### src/rtl/timer_pkg.sv
package timer_pkg;
  localparam int unsigned NUM_TMR = 2;

  typedef enum logic [1:0] {
    ADDR_CNT_A = 2'd0,
    ADDR_CNT_B = 2'd1,
    ADDR_CTRL  = 2'd2,
    ADDR_PEND  = 2'd3
  } reg_addr_e;

  // command bit positions, per timer: start at 2*i, halt at 2*i+1
  localparam int unsigned CMD_BITS_PER_TMR = 2;
endpackage

### src/rtl/tmr_prescaler.sv
module tmr_prescaler #(
  parameter int unsigned DIV = 120
) (
  input  logic clk_i,
  input  logic rst_ni,
  input  logic clr_i,
  input  logic en_i,
  output logic tick_o
);
  localparam int unsigned W = (DIV > 2) ? $clog2(DIV) : 1;
  localparam logic [W-1:0] LAST = W'(DIV - 1);

  logic [W-1:0] presc_q;

  assign tick_o = en_i && (presc_q == LAST);

  always_ff @(posedge clk_i or negedge rst_ni) begin
    if (!rst_ni)      presc_q <= '0;
    else if (clr_i)   presc_q <= '0;
    else if (en_i)    presc_q <= tick_o ? '0 : presc_q + 1'b1;
  end

  a_r5_presc_range: assert property (@(posedge clk_i) disable iff (!rst_ni)
    presc_q <= LAST);

  a_r6_presc_frozen: assert property (@(posedge clk_i) disable iff (!rst_ni)
    (!en_i && !clr_i) |=> $stable(presc_q));

  a_r5_clear_zero: assert property (@(posedge clk_i) disable iff (!rst_ni)
    clr_i |=> (presc_q == '0));
endmodule

### src/rtl/tmr_counter.sv
module tmr_counter #(
  parameter int unsigned CNT_W = 16,
  parameter int unsigned DIV   = 120
) (
  input  logic             clk_i,
  input  logic             rst_ni,
  input  logic             ld_i,
  input  logic [CNT_W-1:0] ld_val_i,
  input  logic             start_i,
  input  logic             halt_i,
  output logic             run_o,
  output logic [CNT_W-1:0] cnt_o,
  output logic             wrap_o
);
  logic             run_q;
  logic [CNT_W-1:0] cnt_q;
  logic             tick;

  tmr_prescaler #(.DIV(DIV)) u_presc (
    .clk_i  (clk_i),
    .rst_ni (rst_ni),
    .clr_i  (ld_i),
    .en_i   (run_q),
    .tick_o (tick)
  );

  // halt has priority over start
  always_ff @(posedge clk_i or negedge rst_ni) begin
    if (!rst_ni)      run_q <= 1'b0;
    else if (halt_i)  run_q <= 1'b0;
    else if (start_i) run_q <= 1'b1;
  end

  always_ff @(posedge clk_i or negedge rst_ni) begin
    if (!rst_ni)    cnt_q <= '0;
    else if (ld_i)  cnt_q <= ld_val_i;
    else if (tick)  cnt_q <= cnt_q + 1'b1;
  end

  assign wrap_o = tick && !ld_i && (&cnt_q);
  assign run_o  = run_q;
  assign cnt_o  = cnt_q;

  a_r3_single_step: assert property (@(posedge clk_i) disable iff (!rst_ni)
    (tick && !ld_i) |=> (cnt_q == $past(cnt_q) + 1'b1));

  a_r6_count_frozen: assert property (@(posedge clk_i) disable iff (!rst_ni)
    (!run_q && !ld_i) |=> $stable(cnt_q));

  a_r7_wrap_zero: assert property (@(posedge clk_i) disable iff (!rst_ni)
    wrap_o |=> (cnt_q == '0));

  a_r10_halt_wins: assert property (@(posedge clk_i) disable iff (!rst_ni)
    (start_i && halt_i) |=> !run_q);
endmodule

### src/rtl/tmr_pending.sv
module tmr_pending #(
  parameter int unsigned N = 2
) (
  input  logic         clk_i,
  input  logic         rst_ni,
  input  logic [N-1:0] set_i,
  input  logic [N-1:0] clr_i,
  output logic [N-1:0] pend_o
);
  logic [N-1:0] pend_q;

  // a set on the same edge as a clear wins
  always_ff @(posedge clk_i or negedge rst_ni) begin
    if (!rst_ni) pend_q <= '0;
    else         pend_q <= (pend_q & ~clr_i) | set_i;
  end

  assign pend_o = pend_q;

  a_r7_set_seen: assert property (@(posedge clk_i) disable iff (!rst_ni)
    (|set_i) |=> ((pend_q & $past(set_i)) == $past(set_i)));

  a_r8_sticky: assert property (@(posedge clk_i) disable iff (!rst_ni)
    (|(pend_q & ~clr_i)) |=> ((pend_q & $past(pend_q & ~clr_i)) == $past(pend_q & ~clr_i)));
endmodule

### src/rtl/dual_interval_timer.sv
module dual_interval_timer
  import timer_pkg::*;
#(
  parameter int unsigned CNT_W = 16,
  parameter int unsigned DIV_A = 120,
  parameter int unsigned DIV_B = 1200
) (
  input  logic             clk_i,
  input  logic             rst_ni,
  input  logic             wr_i,
  input  logic [1:0]       addr_i,
  input  logic [CNT_W-1:0] wdata_i,
  output logic [CNT_W-1:0] rdata_o,
  output logic [1:0]       pend_o,
  output logic             irq_o
);
  localparam int unsigned N = NUM_TMR;

  logic [N-1:0]       ld, start, halt, run, wrap, clr;
  logic [CNT_W-1:0]   cnt [N];
  logic [N-1:0]       pend;
  reg_addr_e          addr;

  assign addr = reg_addr_e'(addr_i);

  assign ld[0] = wr_i && (addr == ADDR_CNT_A);
  assign ld[1] = wr_i && (addr == ADDR_CNT_B);
  assign clr   = (wr_i && (addr == ADDR_PEND)) ? wdata_i[N-1:0] : '0;

  for (genvar i = 0; i < N; i++) begin : g_tmr
    localparam int unsigned DIV_I = (i == 0) ? DIV_A : DIV_B;

    assign start[i] = wr_i && (addr == ADDR_CTRL) && wdata_i[CMD_BITS_PER_TMR*i];
    assign halt[i]  = wr_i && (addr == ADDR_CTRL) && wdata_i[CMD_BITS_PER_TMR*i+1];

    tmr_counter #(.CNT_W(CNT_W), .DIV(DIV_I)) u_cnt (
      .clk_i    (clk_i),
      .rst_ni   (rst_ni),
      .ld_i     (ld[i]),
      .ld_val_i (wdata_i),
      .start_i  (start[i]),
      .halt_i   (halt[i]),
      .run_o    (run[i]),
      .cnt_o    (cnt[i]),
      .wrap_o   (wrap[i])
    );
  end

  tmr_pending #(.N(N)) u_pend (
    .clk_i  (clk_i),
    .rst_ni (rst_ni),
    .set_i  (wrap),
    .clr_i  (clr),
    .pend_o (pend)
  );

  always_comb begin
    unique case (addr)
      ADDR_CNT_A: rdata_o = cnt[0];
      ADDR_CNT_B: rdata_o = cnt[1];
      ADDR_CTRL:  rdata_o = CNT_W'(run);
      ADDR_PEND:  rdata_o = CNT_W'(pend);
      default:    rdata_o = '0;
    endcase
  end

  assign pend_o = pend;
  assign irq_o  = |pend;

  a_r9_irq_follows: assert property (@(posedge clk_i) disable iff (!rst_ni)
    (|wrap) |=> irq_o);
endmodule

### config.mk
export PLATFORM = sky130hd
export DESIGN_NAME = dual_interval_timer
export DESIGN_NICKNAME = d
export VERILOG_FILES = /design/src/rtl/timer_pkg.sv /design/src/rtl/tmr_prescaler.sv /design/src/rtl/tmr_counter.sv /design/src/rtl/tmr_pending.sv /design/src/rtl/dual_interval_timer.sv
export SDC_FILE = /design/constraint.sdc
export NUM_CORES = 1
export LEC_CHECK = 0
export CAP_MARGIN = 20
export CELL_PAD_IN_SITES_DETAIL_PLACEMENT = 0
export CELL_PAD_IN_SITES_GLOBAL_PLACEMENT = 2
export CORE_MARGIN = 4
export CORE_UTILIZATION = 32
export CTS_BUF_LIST = sky130_fd_sc_hd__clkbuf_8
export DETAILED_ROUTE_END_ITERATION = 8
export PLACE_DENSITY_LB_ADDON = 0.1
export REMOVE_ABC_BUFFERS = 1
export SLEW_MARGIN = 5
export SYNTH_ARGS = -nofsm -noshare
export SYNTH_HDL_FRONTEND = slang
export SYNTH_HIERARCHICAL = 1
export SYNTH_SLANG_ARGS = --single-unit
### constraint.sdc
create_clock -name clk_i -period 2.4 [get_ports clk_i]
set_input_delay 0.72 -clock clk_i [delete_from_list [all_inputs] [get_ports clk_i]]
set_output_delay 0.72 -clock clk_i [all_outputs]
set_load 0.02 [all_outputs]
==> results <==
## logic make-up after synthesis
group                    Yosys count  share of synthesized area [%]
AND/OR/NAND/NOR                  186                           28.5
flip-flops                        54                           39.9
AO/OA/AOI/OAI                     48                           9.20
XOR/XNOR                          33                           8.54
buffers and inverters             27                           4.51
multiplexers                      23                           7.84
adder cells (fa/ha/maj)            4                           1.48
## registers in the layout, indices dropped and copies added (netlist names)
register,cells
g_tmr.u_cnt/cnt_o,32
g_tmr.u_cnt/run_o,2
g_tmr.u_cnt/u_presc/presc_q,18
u_pend/pend_o,2
## cell usage in the layout (no fill, tap or decap), types with 4 or more instances in the layout
master,synthesis,routed
dfrtp_1,54,54
nand2_1,52,52
buf_4,1,38
nor2_1,37,37
o21ai_0,27,27
nor3_1,20,20
clkdlybuf4s50_1,0,19
xnor2_1,18,18
mux2i_1,19,17
xor2_1,15,15
nand4_1,13,13
buf_2,7,13
inv_1,8,10
nand3_1,10,10
nor4_1,10,9
and3_1,7,7
nor2b_1,6,6
clkbuf_8,0,5
nand3_2,5,5
nand2b_1,4,4
o31a_1,4,4
ha_1,4,4
## what timing repair did
item | CTS | global route
cloned | 0 | 0
endpoints found under the setup margin | 16 | 2
gates resized for setup | 80 | 2
## area by class of cell
type	count	area share [%]
Tap cell	136	4.03
Timing Repair Buffer	82	16.7
Clock inverter	2	0.178
Sequential cell	54	32.0
Multi-Input combinational cell	294	44.8
Inverter	8	0.711
Clock buffer	5	1.63
## power by group
group / total (mW) / internal [mW] / switching [mW] / leakage (nW)
combinational: 0.765 / 0.370 / 0.395 / 1.08
sequential: 1.28 / 1.07 / 0.210 / 0.665
clock: 0.508 / 0.194 / 0.314 / 0.0466
total: 2.55 / 1.63 / 0.919 / 1.79
## per-layer routing
layer | global-route usage [%] | vias up | share of wire (%)
li1 | - | 1464 | -
met1 | 25.0 | 1416 | 51
met2 | 24.2 | 47 | 44
met3 | 3.33 | 5 | 3.8
met4 | 3.45 | 0 | 0.60
met5 | 0 | - | 0
## worst min path at each step
stage	cells past startpoint	start	slack, ns	end
after global routing	1	rst_ni	0.35	g_tmr[1].u_cnt/u_presc/presc_q[5]$_DFFE_PN0P_
after detailed placement	1	g_tmr[1].u_cnt/u_presc/presc_q[9]$_DFFE_PN0P_	0.51	g_tmr[1].u_cnt/u_presc/presc_q[9]$_DFFE_PN0P_
after global placement	1	g_tmr[1].u_cnt/u_presc/presc_q[9]$_DFFE_PN0P_	0.52	g_tmr[1].u_cnt/u_presc/presc_q[9]$_DFFE_PN0P_
final	1	rst_ni	0.33	g_tmr[1].u_cnt/u_presc/presc_q[10]$_DFFE_PN0P_
after CTS	1	rst_ni	0.34	g_tmr[1].u_cnt/u_presc/presc_q[5]$_DFFE_PN0P_
after floorplan	0	rst_ni	0.42	g_tmr[0].u_cnt/cnt_o[0]$_DFFE_PN0P_
## critical path: cells and delay by family
family	cells	cell delay, ns
buf+inv	4	0.74
simple gates	1	0.18
==> results.json <==
{
  "synth_cell_types": 48,
  "grt_pass1_wl_um": 16200,
  "status": "finished clean",
  "final_area_mm2": 0.00422,
  "final_util_pct": 40.9,
  "synthArstFlopShare_pct": 100,
  "root_buffer": "clkbuf_8",
  "numCtsBuffers": 5,
  "hold_ws_ns": 0.329,
  "seq_area_mm2": 0.00135,
  "drv_slew": 0,
  "antenna_found_initial": 0,
  "dr_total_vias": 2932,
  "critPathMaxFanout": 8,
  "multi_input_area_mm2": 0.00189,
  "setup_viol": 0,
  "layout_setup_ws_ns": 0.0430,
  "finalSetupTns_ns": 0,
  "ir_worst_vdd_uv": 435,
  "yosysWarnings": 6,
  "cts_hold_buf": 0,
  "synth_commonest_cells": "54 x dfrtp_1, 52 x nand2_1, 37 x nor2_1, 27 x o21ai_0, 20 x nor3_1",
  "drive_gt1_share_pct": 19.8,
  "cts_tree": "built",
  "nets": 470,
  "synth_edf_count": 0,
  "maxCapViolations": 0,
  "die_w_um": 111,
  "fin_crit_sh_pct": 98.2,
  "clock_skew_ns": 0.00881,
  "htreeDepth": 2,
  "synth_flop_cell": "dfrtp_1",
  "area_delta_synth_final_pct": 24.8,
  "grt.total_usage_pct": 16.5,
  "rrSetupSlack_ns": 0.21,
  "fmax_mhz": 424,
  "grt-ovfl-total": 0,
  "wl_per_cell_um": 17.0,
  "clk_pin_slew_ns": 0.10,
  "cts_setup_buffers": 0,
  "post-place-ws_ns": -0.784,
  "drc": 0,
  "endpoint": "rdata_o[15]",
  "cts_buffer_depth": 2,
  "worst_pin_slew_ns": 0.444,
  "r2r-start": "g_tmr[1].u_cnt/u_presc/presc_q[0]$_DFFE_PN0P_",
  "dieArea_mm2": 0.0123,
  "synthTopCellsByArea": "dfrtp_1 40%, nand2_1 5.8%, mux2i_1 5.6%, xnor2_1 4.7%, nor2_1 4.1%",
  "yosysMostFrequentCell": "dfrtp_1",
  "ys_seq_area_share_pct": 39.9,
  "dp_hpwl_um": 7550,
  "initial_utilization_pct": 32.8,
  "stdcell_count": 581,
  "syn_area_mm2": 0.00338,
  "min_period_ns": 2.36,
  "first_pass_iters": 4,
  "totalWireLength_um": 9860,
  "final_antenna_net_count": 0,
  "rsz0062_at_grt": "false",
  "fillers": 1054,
  "dieHeight_um": 111,
  "worstPathCellList": "dlygate4sd2_1 > buf_6 > buf_4 > nor2_1 > buf_2",
  "required_ns": 1.68,
  "placed_area_mm2": 0.00417,
  "grt_pass1_vias": 2908,
  "p_leak_nw": 1.79,
  "routabilityCongestion": 0.817,
  "placedCellCount": 574,
  "timing.rr.end": "g_tmr[1].u_cnt/cnt_o[13]$_DFFE_PN0P_",
  "startpoint_type": "input pin",
  "hold_violations": 0,
  "port_buffers": 39,
  "rr_worst_depth": 7,
  "cpPeakStageDelay_ns": 0.24,
  "arrival_ns": 1.64,
  "total_power_mw": 2.55,
  "path_class": "input pin to output port",
  "cp-startpoint": "addr_i[1]",
  "rows": 37,
  "netlist.area_leader.share_pct": 39.9,
  "endpoint_kind": "output port",
  "syn_avg_cell_area_um2": 9.03,
  "io_pins": 40,
  "cts.sinks": 54,
  "grt_max_degree": 39,
  "pwr_density_cell_mw_per_mm2": 604,
  "insertedDiodeCount": 0,
  "hold_path_class": "input pin to asynchronous set/reset pin",
  "synth-seq-cells": 54,
  "cp_slowest_cell": "dlygate4sd2_1",
  "clkLatencyLatePin_ns": 0.32,
  "syn_inst": 375,
  "core-area_mm2": 0.0103,
  "relSlewSlack_pct": 70.4,
  "vias_per_cell": 5.05,
  "drt_iter0_markers": 193,
  "synth.largest_area_cell": "dfrtp_1"
}
No activity file was read; power rests on OpenSTA's default activity.
